--- src/rtl/tile_diag_pkg.sv ---
package tile_diag_pkg;

    localparam int unsigned NCELL = 4;
    localparam int unsigned SESS_W = $clog2(NCELL);

    typedef enum logic [1:0] {
        ROLE_GEN = 2'd0,
        ROLE_ANA = 2'd1,
        ROLE_UT0 = 2'd2,
        ROLE_UT1 = 2'd3
    } role_e;

    typedef enum logic [1:0] {
        ST_IDLE   = 2'd0,
        ST_SWEEP  = 2'd1,
        ST_CLOSE  = 2'd2,
        ST_DECODE = 2'd3
    } state_e;

endpackage

--- src/rtl/tile_diag_roles.sv ---
module tile_diag_roles
    import tile_diag_pkg::*;
(
    input  logic [SESS_W-1:0]  sess_i,
    output logic [2*NCELL-1:0] role_o
);

    // Role index rotates by one cell per session: (session - cell) mod 4.
    for (genvar gi = 0; gi < NCELL; gi++) begin : g_cell
        assign role_o[2*gi +: 2] = SESS_W'(sess_i - SESS_W'(gi));
    end

endmodule

--- src/rtl/tile_diag_ora.sv ---
module tile_diag_ora (
    input  logic clk_i,
    input  logic rst_i,
    input  logic en_i,
    input  logic clear_i,
    input  logic resp0_i,
    input  logic resp1_i,
    output logic ora_bit_o,
    output logic sess_fail_o
);

    logic mismatch;
    assign mismatch = resp0_i ^ resp1_i;

    always_ff @(posedge clk_i) begin
        if (rst_i) begin
            ora_bit_o   <= 1'b0;
            sess_fail_o <= 1'b0;
        end else begin
            if (en_i) begin
                ora_bit_o <= mismatch;
            end
            if (clear_i) begin
                sess_fail_o <= 1'b0;
            end else if (en_i) begin
                sess_fail_o <= sess_fail_o | mismatch;
            end
        end
    end

endmodule

--- src/rtl/tile_diag_decode.sv ---
module tile_diag_decode
    import tile_diag_pkg::*;
(
    input  logic [NCELL-1:0] res_i,
    output logic [NCELL-1:0] loc_o,
    output logic             nofault_o,
    output logic             outside_o
);

    // A faulty cell fails the two sessions where it is under test, and
    // possibly also the session where it analyses.
    always_comb begin
        logic [NCELL-1:0] pair;
        logic [NCELL-1:0] ana;
        loc_o = '0;
        for (int i = 0; i < NCELL; i++) begin
            pair = '0;
            ana  = '0;
            pair[(i + 2) % NCELL] = 1'b1;
            pair[(i + 3) % NCELL] = 1'b1;
            ana[(i + 1) % NCELL]  = 1'b1;
            if (res_i == pair || res_i == (pair | ana)) begin
                loc_o[i] = 1'b1;
            end
        end
        nofault_o = (res_i == '0);
        outside_o = !nofault_o && (loc_o == '0);
    end

endmodule

--- src/rtl/tile_diag_top.sv ---
module tile_diag_top
    import tile_diag_pkg::*;
#(
    parameter int unsigned IN_W = 3
) (
    input  logic               clk_i,
    input  logic               rst_i,
    input  logic               start_i,
    input  logic               resp0_i,
    input  logic               resp1_i,
    output logic [2*NCELL-1:0] role_o,
    output logic [IN_W-1:0]    vec_o,
    output logic               ora_bit_o,
    output logic               done_o,
    output logic [NCELL-1:0]   loc_o,
    output logic               nofault_o,
    output logic               outside_o
);

    localparam logic [IN_W-1:0]   VEC_LAST  = {IN_W{1'b1}};
    localparam logic [SESS_W-1:0] SESS_LAST = SESS_W'(NCELL - 1);

    state_e            state_q, state_d;
    logic [SESS_W-1:0] sess_q;
    logic [IN_W-1:0]   vec_q;
    logic [NCELL-1:0]  res_q;
    logic [NCELL-1:0]  loc_q;
    logic              nof_q, out_q, done_q;
    logic              sess_fail;
    logic [NCELL-1:0]  dec_loc;
    logic              dec_nof, dec_out;

    tile_diag_roles u_roles (
        .sess_i (sess_q),
        .role_o (role_o)
    );

    tile_diag_ora u_ora (
        .clk_i       (clk_i),
        .rst_i       (rst_i),
        .en_i        (state_q == ST_SWEEP),
        .clear_i     (state_q == ST_CLOSE),
        .resp0_i     (resp0_i),
        .resp1_i     (resp1_i),
        .ora_bit_o   (ora_bit_o),
        .sess_fail_o (sess_fail)
    );

    tile_diag_decode u_dec (
        .res_i     (res_q),
        .loc_o     (dec_loc),
        .nofault_o (dec_nof),
        .outside_o (dec_out)
    );

    // State register
    always_ff @(posedge clk_i) begin
        if (rst_i) state_q <= ST_IDLE;
        else       state_q <= state_d;
    end

    // Next-state logic
    always_comb begin
        state_d = state_q;
        unique case (state_q)
            ST_IDLE:   if (start_i) state_d = ST_SWEEP;
            ST_SWEEP:  if (vec_q == VEC_LAST) state_d = ST_CLOSE;
            ST_CLOSE:  state_d = (sess_q == SESS_LAST) ? ST_DECODE : ST_SWEEP;
            ST_DECODE: state_d = ST_IDLE;
        endcase
    end

    // Counters, results and registered outputs
    always_ff @(posedge clk_i) begin
        if (rst_i) begin
            sess_q <= '0;
            vec_q  <= '0;
            res_q  <= '0;
            loc_q  <= '0;
            nof_q  <= 1'b0;
            out_q  <= 1'b0;
            done_q <= 1'b0;
        end else begin
            done_q <= 1'b0;
            unique case (state_q)
                ST_IDLE: begin
                    if (start_i) begin
                        sess_q <= '0;
                        vec_q  <= '0;
                        res_q  <= '0;
                        loc_q  <= '0;
                        nof_q  <= 1'b0;
                        out_q  <= 1'b0;
                    end
                end
                ST_SWEEP: begin
                    vec_q <= vec_q + 1'b1;
                end
                ST_CLOSE: begin
                    res_q[sess_q] <= sess_fail;
                    sess_q        <= sess_q + 1'b1;
                end
                ST_DECODE: begin
                    loc_q  <= dec_loc;
                    nof_q  <= dec_nof;
                    out_q  <= dec_out;
                    done_q <= 1'b1;
                end
            endcase
        end
    end

    assign vec_o     = vec_q;
    assign done_o    = done_q;
    assign loc_o     = loc_q;
    assign nofault_o = nof_q;
    assign outside_o = out_q;

endmodule

--- config.mk ---
export PLATFORM = sky130hd
export DESIGN_NAME = tile_diag_top
export DESIGN_NICKNAME = d
export VERILOG_FILES = /design/src/rtl/tile_diag_pkg.sv /design/src/rtl/tile_diag_roles.sv /design/src/rtl/tile_diag_ora.sv /design/src/rtl/tile_diag_decode.sv /design/src/rtl/tile_diag_top.sv
export SDC_FILE = /design/constraint.sdc
export NUM_CORES = 1
export LEC_CHECK = 0
export CORE_UTILIZATION = 30
export CTS_BUF_LIST = sky130_fd_sc_hd__clkbuf_4 sky130_fd_sc_hd__clkbuf_8
export DETAILED_ROUTE_END_ITERATION = 12
export GPL_TIMING_DRIVEN = 1
export HOLD_SLACK_MARGIN = 0.03
export PLACE_DENSITY = 0.58
export SYNTH_ARGS = -nofsm -noshare
export SYNTH_HDL_FRONTEND = slang
export SYNTH_SLANG_ARGS = --single-unit
export TNS_END_PERCENT = 5
--- constraint.sdc ---
create_clock -name clk_i -period 2 [get_ports clk_i]
set_input_delay 0.4 -clock clk_i [delete_from_list [all_inputs] [get_ports clk_i]]
set_output_delay 0.4 -clock clk_i [all_outputs]
set_load 0.01 [all_outputs]
==> results of run 1 <==
what timing repair did:
action / CTS / global route
endpoints found under the setup margin: 2 / 0
gates resized for setup: 4 / 0
hold buffers: 0 / 0
registers in the layout, indices dropped and copies added (netlist names):
| name | flops |
|---|---|
| loc_o | 4 |
| res_q | 4 |
| vec_o | 3 |
| sess_q | 2 |
| state_q | 2 |
| done_o | 1 |
| nofault_o | 1 |
| outside_o | 1 |
| u_ora.ora_bit_o | 1 |
| u_ora.sess_fail_o | 1 |
power by group through the flow:
stage | combinational, uW | clock, uW | sequential (uW)
after floorplan | 45.5 | 0 | 424
after global placement | 68.3 | 0 | 427
after detailed placement | 69.2 | 0 | 427
after CTS | 69.6 | 196 | 417
after global routing | 76.4 | 208 | 418
final | 69.5 | 185 | 416
worst max-delay path, cell delays in order (launching register included):
cell	delay, ps
sky130_fd_sc_hd__dfxtp_4	380
sky130_fd_sc_hd__inv_1	70
sky130_fd_sc_hd__ha_1	310
sky130_fd_sc_hd__inv_1	40
sky130_fd_sc_hd__dlygate4sd2_1	270
worst min path at each step:
stage / startpoint / to / slack [ps]
after detailed placement: loc_o[0] / loc_o[0] / 460
after global routing: loc_o[0] / loc_o[0] / 500
after CTS: loc_o[0] / loc_o[0] / 490
after floorplan: u_ora.sess_fail_o / u_ora.sess_fail_o / 470
final: loc_o[0] / loc_o[0] / 480
after global placement: outside_o / outside_o / 450
metrics by stage:
step	util (%)	worst slack, ps	instance area [um^2]
after global placement	42.0	187	1200
after CTS	42.9	201	1220
after global routing	42.9	133	1220
final	42.9	224	1220
after floorplan	-	516	940
after detailed placement	42.0	189	1200
Yosys cell counts, drive strengths merged:
library cell | number | area [um^2]
and2 | 1 | 6.26
nand2 | 4 | 15.0
inv | 6 | 22.5
mux2i | 3 | 30.0
a32o | 2 | 20.0
o21ba | 1 | 10.0
o21ai | 1 | 5.00
o21bai | 2 | 15.0
a211oi | 3 | 22.5
nor3 | 1 | 5.00
nand3 | 5 | 25.0
buf | 4 | 25.0
nor2b | 3 | 18.8
nand2b | 3 | 21.3
or3b | 1 | 11.3
dfxtp | 20 | 400
ha | 6 | 75.1
a2bb2o | 1 | 10.0
nor4 | 1 | 6.26
nor2 | 9 | 33.8
and3b | 2 | 17.5
and2b | 1 | 7.51
or2 | 1 | 6.26
clkbuf | 2 | 7.51
xor2 | 1 | 8.76
nor3b | 1 | 7.51
o32ai | 1 | 8.76
a21oi | 10 | 50.1
nand4b | 2 | 17.5
a22oi | 4 | 30.0
per-layer routing:
metal,share of wire [%],vias up,global-route usage [%]
met4,0.56,0,3.06
met3,4.3,2,4.02
li1,-,407,-
met2,49,18,22.3
met5,0,-,0
met1,46,373,17.1
kinds of logic (layout without fill, tap and decap cells):
kind of cell             count (synthesis)  count (layout)  share of synthesized area (%)
AND/OR/NAND/NOR                         35              35                           21.2
AO/OA/AOI/OAI                           25              25                           18.2
flip-flops                              20              20                           42.6
buffers and inverters                   12              35                           5.86
adder cells (fa/ha/maj)                  6               6                           7.99
multiplexers                             3               3                           3.20
XOR/XNOR                                 1               1                          0.932
layout make-up:
cell class / instances / area (um^2) / area share [%]
Tap cell: 31 / 38.8 / 3.17
Multi-Input combinational cell: 70 / 484 / 39.6
Clock buffer: 3 / 22.5 / 1.84
Inverter: 6 / 22.5 / 1.84
Timing Repair Buffer: 26 / 250 / 20.5
Sequential cell: 20 / 404 / 33.1
==> metrics.log, run 1 <==
INFO  metric run_status = complete, but fails checks
INFO  metric failed_checks = DRC
INFO  metric rr_worst_depth = 3
INFO  metric grt_overflow = 0
INFO  metric synthToLayoutAreaGrowth = 30.1%
INFO  metric globalplace.congestion = between 0.7 and 0.8
INFO  metric max_slew.worst_pin.slew = about 390 ps
INFO  metric pwr-share-seq = between 60 and 70%
INFO  metric antenna_violating_nets_post_route = 0
INFO  metric totalWireLength = a little under 2000 um
INFO  metric fin_worst_hold_slack = 479 ps
INFO  metric htree_levels = 1
INFO  metric arrival = ~1400 ps
INFO  metric vdd_ir_drop_max = 0.000338 V
INFO  metric clk_pin_slew_worst_paths = approximately 110 ps
INFO  metric ios = 24
INFO  metric syn-mean-instance-area = just over 9 um^2
INFO  metric post-cts-setup-buffer-count = 0
INFO  metric power_density = roughly 550 mW/mm^2
INFO  metric worstPathRequired = 1600 ps
INFO  metric fp.dieH = 58.0 um
INFO  metric drc_errors = 1
INFO  metric via_count_of_the_first_global_routing_pass = between 700 and 800
INFO  metric final_cells = around 160
INFO  metric crit_path_start = sess_q[1]
INFO  metric power.leakage = 0.000459 uW
INFO  metric element_type_at_the_critical_path_start = register
INFO  metric hp-class = reg2reg
INFO  metric grt_start_max_net_pins = 12
INFO  metric layout.cells.most_common = sky130_fd_sc_hd__clkdlybuf4s50_1
INFO  metric cts_buffers = 3
INFO  metric routedWlPerCell = between 10 and 15 um
INFO  metric grt_setup_unrepaired = false
INFO  metric floorplan.rows = 19
INFO  metric layout_common_cells = sky130_fd_sc_hd__clkdlybuf4s50_1 (21), sky130_fd_sc_hd__dfxtp_1 (19), sky130_fd_sc_hd__a21oi_1 (10)
INFO  metric yosys.cell_types.count = 32
INFO  metric numClockSinks = 20
INFO  metric highest_clock_frequency_the_design_can_meet = ~560 MHz
INFO  metric cts_tree = built
INFO  metric number_of_max_cap_violations = 0
INFO  metric final_worst_clock_skew = 3.51 ps
INFO  metric number_of_cells_traversed_by_the_worst_hold_path = 1
INFO  metric core-area = 0.00285 mm^2
INFO  metric num-fill-cells = 289
INFO  metric clk_root_buf = sky130_fd_sc_hd__clkbuf_4
INFO  metric share_of_cells_above_drive_strength_1 = roughly 8.8%
INFO  metric worstPathMaxFanout = 5
INFO  metric power_frac_comb = about a tenth
INFO  metric setup_viol = 0
INFO  metric clock_power_share = between 20% and 30%
INFO  metric yosys_register_bits = 20
INFO  metric antenna_found_initial = 0
INFO  metric rr_endpoint = outside_o
INFO  metric finalCriticalPeriod = about 1800 ps
INFO  metric cells_after_dpl = approximately 150
INFO  metric timing_hold_violations_final = 0
INFO  metric x_dimension_of_the_die = 58.0 um
INFO  metric initial_core_util = between 30% and 40%
INFO  metric timing.critical_path.to = role_o[3]
INFO  metric part_of_the_yosys_area_used_for_sequential_elements = 42.6%
INFO  metric vias = 800
INFO  metric global_route_wire_length_before_repair = between 3000 and 4000 um
INFO  metric clock_latency_reported_for_the_late_side_of_the_worst_skew_pair = 290 ps
INFO  metric dp_hpwl = about 1500 um
INFO  metric worst_r2r_startpoint = state_q[0]
INFO  metric yosysWarnings = 0
INFO  metric total_power = 671 uW
INFO  metric total_switching_power = 159 uW
INFO  metric synthesis.nets = 113
INFO  metric internal_power = roughly 500 uW
INFO  metric dr.pass1.iters = 7
INFO  metric drt_iter0_drc = 20
INFO  metric fin_setup_tns = 0 ps
INFO  metric synthesis.area = ~940 um^2
INFO  metric p_sw_share = a little under a quarter
INFO  metric track_usage = between 10% and 20%
INFO  metric crit_path_capture_type = output port
INFO  metric fp.dieArea = 0.00336 mm^2
INFO  metric num-nets-final = about 140
INFO  metric synth_cells = 102
INFO  metric max_slew_violation_count = 0
INFO  metric via_per_inst = 5.13
INFO  metric post-route-period-util = slightly below 90%
INFO  metric num_antenna_cells = 0
INFO  metric critPathKind = reg2out
INFO  metric placement.io_buffers = 23
INFO  metric timing.max_slew.rel_slack = 73.7%
INFO  metric rrSetupSlack = 620 ps
INFO  metric max-clock-path-buffers = 2
Power figures use the tool's default switching activity.
==> run 2, diff against run 1 <==
- CELL_PAD_IN_SITES_DETAIL_PLACEMENT: unset -> 0
- CELL_PAD_IN_SITES_GLOBAL_PLACEMENT: unset -> 2
- PLACE_DENSITY: 0.58 -> 0.87
==> run 2 against run 1 <==
  * The run now ends clean
  * Fmax is 0.26% higher
  * Largest cell class unchanged
  * First-iteration DRC count up 20%
  * Clock skew grew 1.3 ps
  * Count of clock-buffer cells in the layout unchanged
  * Die area stayed put
  * Critical endpoint unchanged
  * Global-route usage down 1.3 points
  * Cell area is 0.41% higher
  * Via count up 0.13%
==> metrics.log, run 2 (synthesized netlist as in run 1, its figures left out) <==
INFO  metric grt_start_max_net_pins = 12 (unchanged)
INFO  metric grt_overflow = 0 (unchanged)
INFO  metric clk_root_buf = sky130_fd_sc_hd__clkbuf_4 (unchanged)
INFO  metric htree_levels = 1 (unchanged)
INFO  metric final_critical_path_setup_slack = 229 ps (was 224 ps)
INFO  metric p_sw_share = 23.4% (was 23.7%)
INFO  metric vias = 801 (was 800)
INFO  metric critical_path_depth = 4 (unchanged)
INFO  metric worstPathMaxFanout = 4 (was 5)
INFO  metric arrival = 1370 ps (was 1380 ps)
INFO  metric placement.setup.worst_slack = 162 ps (was 189 ps)
INFO  metric layout_common_cells = sky130_fd_sc_hd__clkdlybuf4s50_1 (21), sky130_fd_sc_hd__dfxtp_1 (19), sky130_fd_sc_hd__a21oi_1 (10) (unchanged)
INFO  metric power.leakage = 0.000464 uW (was 0.000459 uW)
INFO  metric finalCriticalPeriod = 1770 ps (was 1780 ps)
INFO  metric clk_pin_slew_worst_paths = 110 ps (about the same)
INFO  metric rr_worst_depth = 3 (unchanged)
INFO  metric track_usage = 12.1% (was 13.4%)
INFO  metric routedWlPerCell = 12.5 um (about the same)
INFO  metric worst_r2r_startpoint = state_q[0] (unchanged)
INFO  metric dp_hpwl = 1490 um (was 1500 um)
INFO  metric setup_viol = 0 (unchanged)
INFO  metric numClockSinks = 20 (unchanged)
INFO  metric pwr-share-seq = 62.4% (was 62.0%)
INFO  metric power_density = 546 mW/mm^2 (was 549 mW/mm^2)
INFO  metric layout.cells.most_common = sky130_fd_sc_hd__clkdlybuf4s50_1 (unchanged)
INFO  metric floorplan.rows = 19 (unchanged)
INFO  metric max_slew.worst_pin.slew = 430 ps (was 392 ps)
INFO  metric antenna_violating_nets_post_route = 0 (unchanged)
INFO  metric dr.pass1.iters = 3 (was 7)
INFO  metric crit_family = buffers and inverters (was flip-flops)
INFO  metric number_of_max_cap_violations = 0 (unchanged)
INFO  metric drc_errors = 0 (was 1)
INFO  metric total_switching_power = 157 uW (was 159 uW)
INFO  metric crit_path_frequent_cell = sky130_fd_sc_hd__inv_1 (unchanged)
INFO  metric synthToLayoutAreaGrowth = 30.6% (was 30.1%)
INFO  metric x_dimension_of_the_die = 58.0 um (unchanged)
INFO  metric crit_path_start = sess_q[0] (was sess_q[1])
INFO  metric fp.dieH = 58.0 um (unchanged)
INFO  metric cts-hold-fix-buffers = 0 (unchanged)
INFO  metric clock_power_share = 27.2% (was 27.6%)
INFO  metric num_antenna_cells = 0 (unchanged)
INFO  metric hp-class = reg2reg (unchanged)
INFO  metric fin_setup_tns = 0 ps (unchanged)
INFO  metric critical_path_buffers_and_inverters = 3 (unchanged)
INFO  metric post-route-period-util = 88.6% (was 88.8%)
INFO  metric via_count_of_the_first_global_routing_pass = 719 (was 779)
INFO  metric rrSetupSlack = 610 ps (was 620 ps)
INFO  metric global_route_wire_length_before_repair = 3170 um (was 3510 um)
INFO  metric core-area = 0.00285 mm^2 (unchanged)
INFO  metric ios = 24 (unchanged)
INFO  metric path_cells = inv_1 -> ha_1 -> inv_1 -> dlygate4sd2_1 (unchanged)
INFO  metric timing_hold_violations_final = 0 (unchanged)
INFO  metric fp.dieArea = 0.00336 mm^2 (unchanged)
INFO  metric totalWireLength = 1960 um (was 1950 um)
INFO  metric slowest_stage_cell_on_the_critical_path = sky130_fd_sc_hd__dfxtp_1 (was sky130_fd_sc_hd__dfxtp_4)
INFO  metric run_status = finished clean (was complete, but fails checks)
INFO  metric crit_path_max_incr_delay = 350 ps (was 380 ps)
INFO  metric num-nets-final = 139 (was 138)
INFO  metric max-clock-path-buffers = 2 (unchanged)
INFO  metric element_type_at_the_critical_path_start = register (unchanged)
INFO  metric initial_core_util = 32.9% (unchanged)
INFO  metric via_per_inst = 5.10 (was 5.13)
INFO  metric crit_path_capture_type = output port (unchanged)
INFO  metric max_slew_violation_count = 0 (unchanged)
INFO  metric timing.critical_path.to = role_o[3] (unchanged)
INFO  metric grt_setup_unrepaired = false (unchanged)
INFO  metric placement.io_buffers = 23 (unchanged)
INFO  metric cells_after_dpl = 153 (unchanged)
INFO  metric clock_latency_reported_for_the_late_side_of_the_worst_skew_pair = 290 ps (about the same)
INFO  metric cts_tree = built (unchanged)
INFO  metric final_cells = 157 (was 156)
INFO  metric highest_clock_frequency_the_design_can_meet = 565 MHz (was 563 MHz)
INFO  metric globalplace.congestion = 0.719 (was 0.712)
INFO  metric worstPathRequired = 1600 ps (about the same)
INFO  metric critPathKind = reg2out (unchanged)
INFO  metric power_frac_comb = 10.4% (about the same)
INFO  metric internal_power = 513 uW (was 512 uW)
INFO  metric share_of_cells_above_drive_strength_1 = 9.52% (was 8.80%)
INFO  metric rr_endpoint = outside_o (unchanged)
INFO  metric drt_iter0_drc = 24 (was 20)
INFO  metric antenna_found_initial = 0 (unchanged)
INFO  metric timing.max_slew.rel_slack = 71.1% (was 73.7%)
INFO  metric vdd_ir_drop_max = 0.000292 V (was 0.000338 V)
INFO  metric cts_buffers = 3 (unchanged)
INFO  metric final_worst_clock_skew = 4.78 ps (was 3.51 ps)
==> run 2: changes by cell type in the layout (fill, tap and decap cells not counted) <==
cell | previous run | this run
sky130_fd_sc_hd__buf_4 | 3 | 4
sky130_fd_sc_hd__dfxtp_4 | 1 | 0
sky130_fd_sc_hd__dfxtp_2 | 0 | 1
==> run 2: tightest hold or removal path: cells and delay by family, from the launching register on <==
family / cells / cell delay, ps
flops: 1 / 330
compound gates: 1 / 50
simple gates: 1 / 60
==> run 2: final cells by class <==
cell class / instances / area, um^2
multi-input combinational: 70 / 484
fill: 280 / 1630
tap: 31 / 38.8
sequential: 20 / 402
timing repair buffer: 27 / 258
clock buffer: 3 / 22.5
inverter: 6 / 22.5
==> run 2: worst min-delay path by stage <==
stage	startpoint	endpoint	slack [ps]	cells after the start
2_1_floorplan	u_ora.sess_fail_o	u_ora.sess_fail_o	470	2
3_3_place_gp	loc_o[0]	loc_o[0]	450	1
3_5_place_dp	loc_o[2]	loc_o[2]	460	2
4_1_cts	loc_o[2]	loc_o[2]	480	2
5_1_grt	nofault_o	nofault_o	510	2
6_report	nofault_o	nofault_o	480	2
==> run 2: layer usage <==
| layer | wire (um) | GRT usage, % | up-vias |
|---|---|---|---|
| met1 | 941 | 15.2 | 378 |
| met5 | 0 | 0 | - |
| met2 | 947 | 20.7 | 13 |
| met3 | 70 | 2.23 | 0 |
| met4 | 0 | 4.08 | 0 |
| li1 | - | - | 410 |
==> run 2: timing repair <==
item                       4_1_cts  5_1_grt
buffers inserted                 1        0
gates resized for setup          3        0
setup endpoints to repair        2        0
==> run 2: power by group through the flow <==
stage / combinational [uW] / sequential (uW) / clock [uW]
floorplan: 45.5 / 424 / 0
global placement: 68.4 / 427 / 0
detailed placement: 70.2 / 427 / 0
CTS: 70.7 / 418 / 192
global route: 77.4 / 420 / 199
finish: 69.7 / 418 / 182
==> run 2: per-stage QoR <==
stage	power [uW]	utilization (%)	area, um^2	hold slack, ps
after global routing	696	43.0	1230	513
after CTS	680	43.0	1230	477
after global placement	495	42.0	1200	454
after floorplan	469	-	940	474
final	670	43.0	1230	477
after detailed placement	497	42.0	1200	461
==> run 3, diff against run 2 <==
- SETUP_SLACK_MARGIN: unset -> 0.3
==> run 3 against run 2 <==
  * Utilization rose by 0.53 points
  * First-iteration DRC count is 4.2% lower
  * Critical path depth is 2 lower
  * Sequential power about the same
  * Critical endpoint is now role_o[4]
  * Largest cell class unchanged
  * Largest power group unchanged
==> metrics.log, run 3 (synthesized netlist as in run 1, its figures left out) <==
INFO  metric grt_start_max_net_pins = 12 (unchanged)
INFO  metric num_antenna_cells = 0 (unchanged)
INFO  metric num-nets-final = 139 (unchanged)
INFO  metric initial_core_util = 32.9% (unchanged)
INFO  metric postPlaceCellArea = 0.00120 mm^2 (unchanged)
INFO  metric grt_overflow = 0 (unchanged)
INFO  metric final_worst_clock_skew = 4.91 ps (was 4.78 ps)
INFO  metric num-fill-cells = 279 (was 280)
INFO  metric grt_setup_unrepaired = true (was false)
INFO  metric timing.max_slew.rel_slack = 70.9% (was 71.1%)
INFO  metric rr_endpoint = outside_o (unchanged)
INFO  metric cts_buffers = 3 (unchanged)
INFO  metric element_type_at_the_critical_path_start = register (unchanged)
INFO  metric critPathKind = reg2out (unchanged)
INFO  metric dr.pass1.iters = 3 (unchanged)
INFO  metric totalWireLength = 1960 um (about the same)
INFO  metric ios = 24 (unchanged)
INFO  metric floorplan.rows = 19 (unchanged)
INFO  metric power.leakage = 0.000483 uW (was 0.000464 uW)
INFO  metric setup_viol = 0 (unchanged)
INFO  metric final_util = 43.6% (was 43.0%)
INFO  metric hold_path.startpoint = nofault_o (unchanged)
INFO  metric finalCriticalPeriod = 1700 ps (was 1770 ps)
INFO  metric placement.io_buffers = 23 (unchanged)
INFO  metric number_of_cells_traversed_by_the_worst_hold_path = 2 (unchanged)
INFO  metric hp-class = reg2reg (unchanged)
INFO  metric dp_hpwl = 1490 um (unchanged)
INFO  metric via_count_of_the_first_global_routing_pass = 737 (was 719)
INFO  metric fin_setup_tns = 0 ps (unchanged)
INFO  metric timing_hold_violations_final = 0 (unchanged)
INFO  metric layout.cells.most_common = sky130_fd_sc_hd__clkdlybuf4s50_1 (unchanged)
INFO  metric max_slew_violation_count = 0 (unchanged)
INFO  metric htree_levels = 1 (unchanged)
INFO  metric fp.dieArea = 0.00336 mm^2 (unchanged)
INFO  metric share_of_cells_above_drive_strength_1 = 11.9% (was 9.52%)
INFO  metric numClockSinks = 20 (unchanged)
INFO  metric synthToLayoutAreaGrowth = 32.2% (was 30.6%)
INFO  metric highest_clock_frequency_the_design_can_meet = 588 MHz (was 565 MHz)
INFO  metric design_area = 0.00124 mm^2 (was 0.00123 mm^2)
INFO  metric hold-path-endpoint = nofault_o (unchanged)
INFO  metric track_usage = 12.3% (was 12.1%)
INFO  metric clock_latency_reported_for_the_late_side_of_the_worst_skew_pair = 290 ps (about the same)
INFO  metric post-route-period-util = 85.0% (was 88.6%)
INFO  metric drc_errors = 0 (unchanged)
INFO  metric run_status = finished clean (unchanged)
INFO  metric worst_r2r_startpoint = state_q[0] (unchanged)
INFO  metric clk_pin_slew_worst_paths = 110 ps (about the same)
INFO  metric power_density = 539 mW/mm^2 (was 546 mW/mm^2)
INFO  metric max_slew.worst_pin.slew = 433 ps (was 430 ps)
INFO  metric arrival = 1300 ps (was 1370 ps)
INFO  metric core-area = 0.00285 mm^2 (unchanged)
INFO  metric placement.setup.worst_slack = 162 ps (unchanged)
INFO  metric clk_root_buf = sky130_fd_sc_hd__clkbuf_4 (unchanged)
INFO  metric routedWlPerCell = 12.5 um (about the same)
INFO  metric crit_path_capture_type = output port (unchanged)
INFO  metric cts_tree = built (unchanged)
INFO  metric layout_common_cells = sky130_fd_sc_hd__clkdlybuf4s50_1 (19), sky130_fd_sc_hd__dfxtp_1 (18), sky130_fd_sc_hd__a21oi_1 (10) (was sky130_fd_sc_hd__clkdlybuf4s50_1 (21), sky130_fd_sc_hd__dfxtp_1 (19), sky130_fd_sc_hd__a21oi_1 (10))
INFO  metric max-clock-path-buffers = 2 (unchanged)
INFO  metric global_route_wire_length_before_repair = 3240 um (was 3170 um)
INFO  metric final_critical_path_setup_slack = 300 ps (was 229 ps)
INFO  metric worstPathRequired = 1600 ps (about the same)
INFO  metric rr_worst_depth = 3 (unchanged)
INFO  metric x_dimension_of_the_die = 58.0 um (unchanged)
INFO  metric globalplace.congestion = 0.719 (unchanged)
INFO  metric worstPathMaxFanout = 5 (was 4)
INFO  metric drt_iter0_drc = 23 (was 24)
INFO  metric fp.dieH = 58.0 um (unchanged)
INFO  metric final_cells = 157 (unchanged)
INFO  metric antenna_violating_nets_post_route = 0 (unchanged)
INFO  metric antenna_found_initial = 0 (unchanged)
INFO  metric vdd_ir_drop_max = 0.000292 V (about the same)
INFO  metric via_per_inst = 5.11 (was 5.10)
INFO  metric cells_after_dpl = 153 (unchanged)
INFO  metric number_of_max_cap_violations = 0 (unchanged)
INFO  metric vias = 803 (was 801)
INFO  metric rrSetupSlack = 610 ps (about the same)
run 3: cell count changes in the layout (fill, tap and decap cells not counted), sizes merged:
| cell | delta |
|---|---|
| dlygate4sd2 | +1 |
| dlymetal6s2s | +1 |
| clkdlybuf4s50 | -2 |
run 3: cell type report:
cell class              count  area [um^2]  area share, %
multi-input cells          70          497           40.0
flip-flops and latches     20          403           32.4
repair buffers             27          259           20.8
well taps                  31         38.8           3.12
clock buffers               3         22.5           1.81
inverters                   6         22.5           1.81
run 3: how the worst max path moves through the flow:
stage,to,slack [ps],startpoint,depth (start not counted)
6_report,role_o[4],300,sess_q[0],2
5_1_grt,role_o[4],260,sess_q[0],2
4_1_cts,role_o[2],260,sess_q[0],2
3_5_place_dp,outside_o,160,start_i,4
3_3_place_gp,loc_o[1],190,start_i,4
2_1_floorplan,role_o[3],520,sess_q[0],3
run 3: per-layer routing:
metal	wire (um)	vias up	track usage, %
li1	-	410	-
met1	935	380	15.2
met2	955	13	21.5
met3	70	0	2.23
met4	0	0	4.08
met5	0	-	0
run 3: metrics by stage:
step                power, uW  hold WS, ps
floorplan                 469          474
global placement          495          454
detailed placement        497          461
CTS                       680          477
global route              697          513
finish                    670          477
run 3: worst max-delay path, cell delays in order, from the launching register on:
cell	delay (ps)
sky130_fd_sc_hd__dfxtp_2	350
sky130_fd_sc_hd__buf_4	130
sky130_fd_sc_hd__clkdlybuf4s50_1	530
run 3: what timing repair did:
action | 4_1_cts | 5_1_grt
hold buffers | 0 | 0
setup buffers | 1 | 0
endpoints found under the setup margin | 5 | 7
resized for setup | 5 | 3
pin swaps | 0 | 0
run 3: report_power, final:
part	internal, uW	switching [uW]
logic	36.6	33.1
clock network	69.9	112
registers	407	11.1
total	513	156
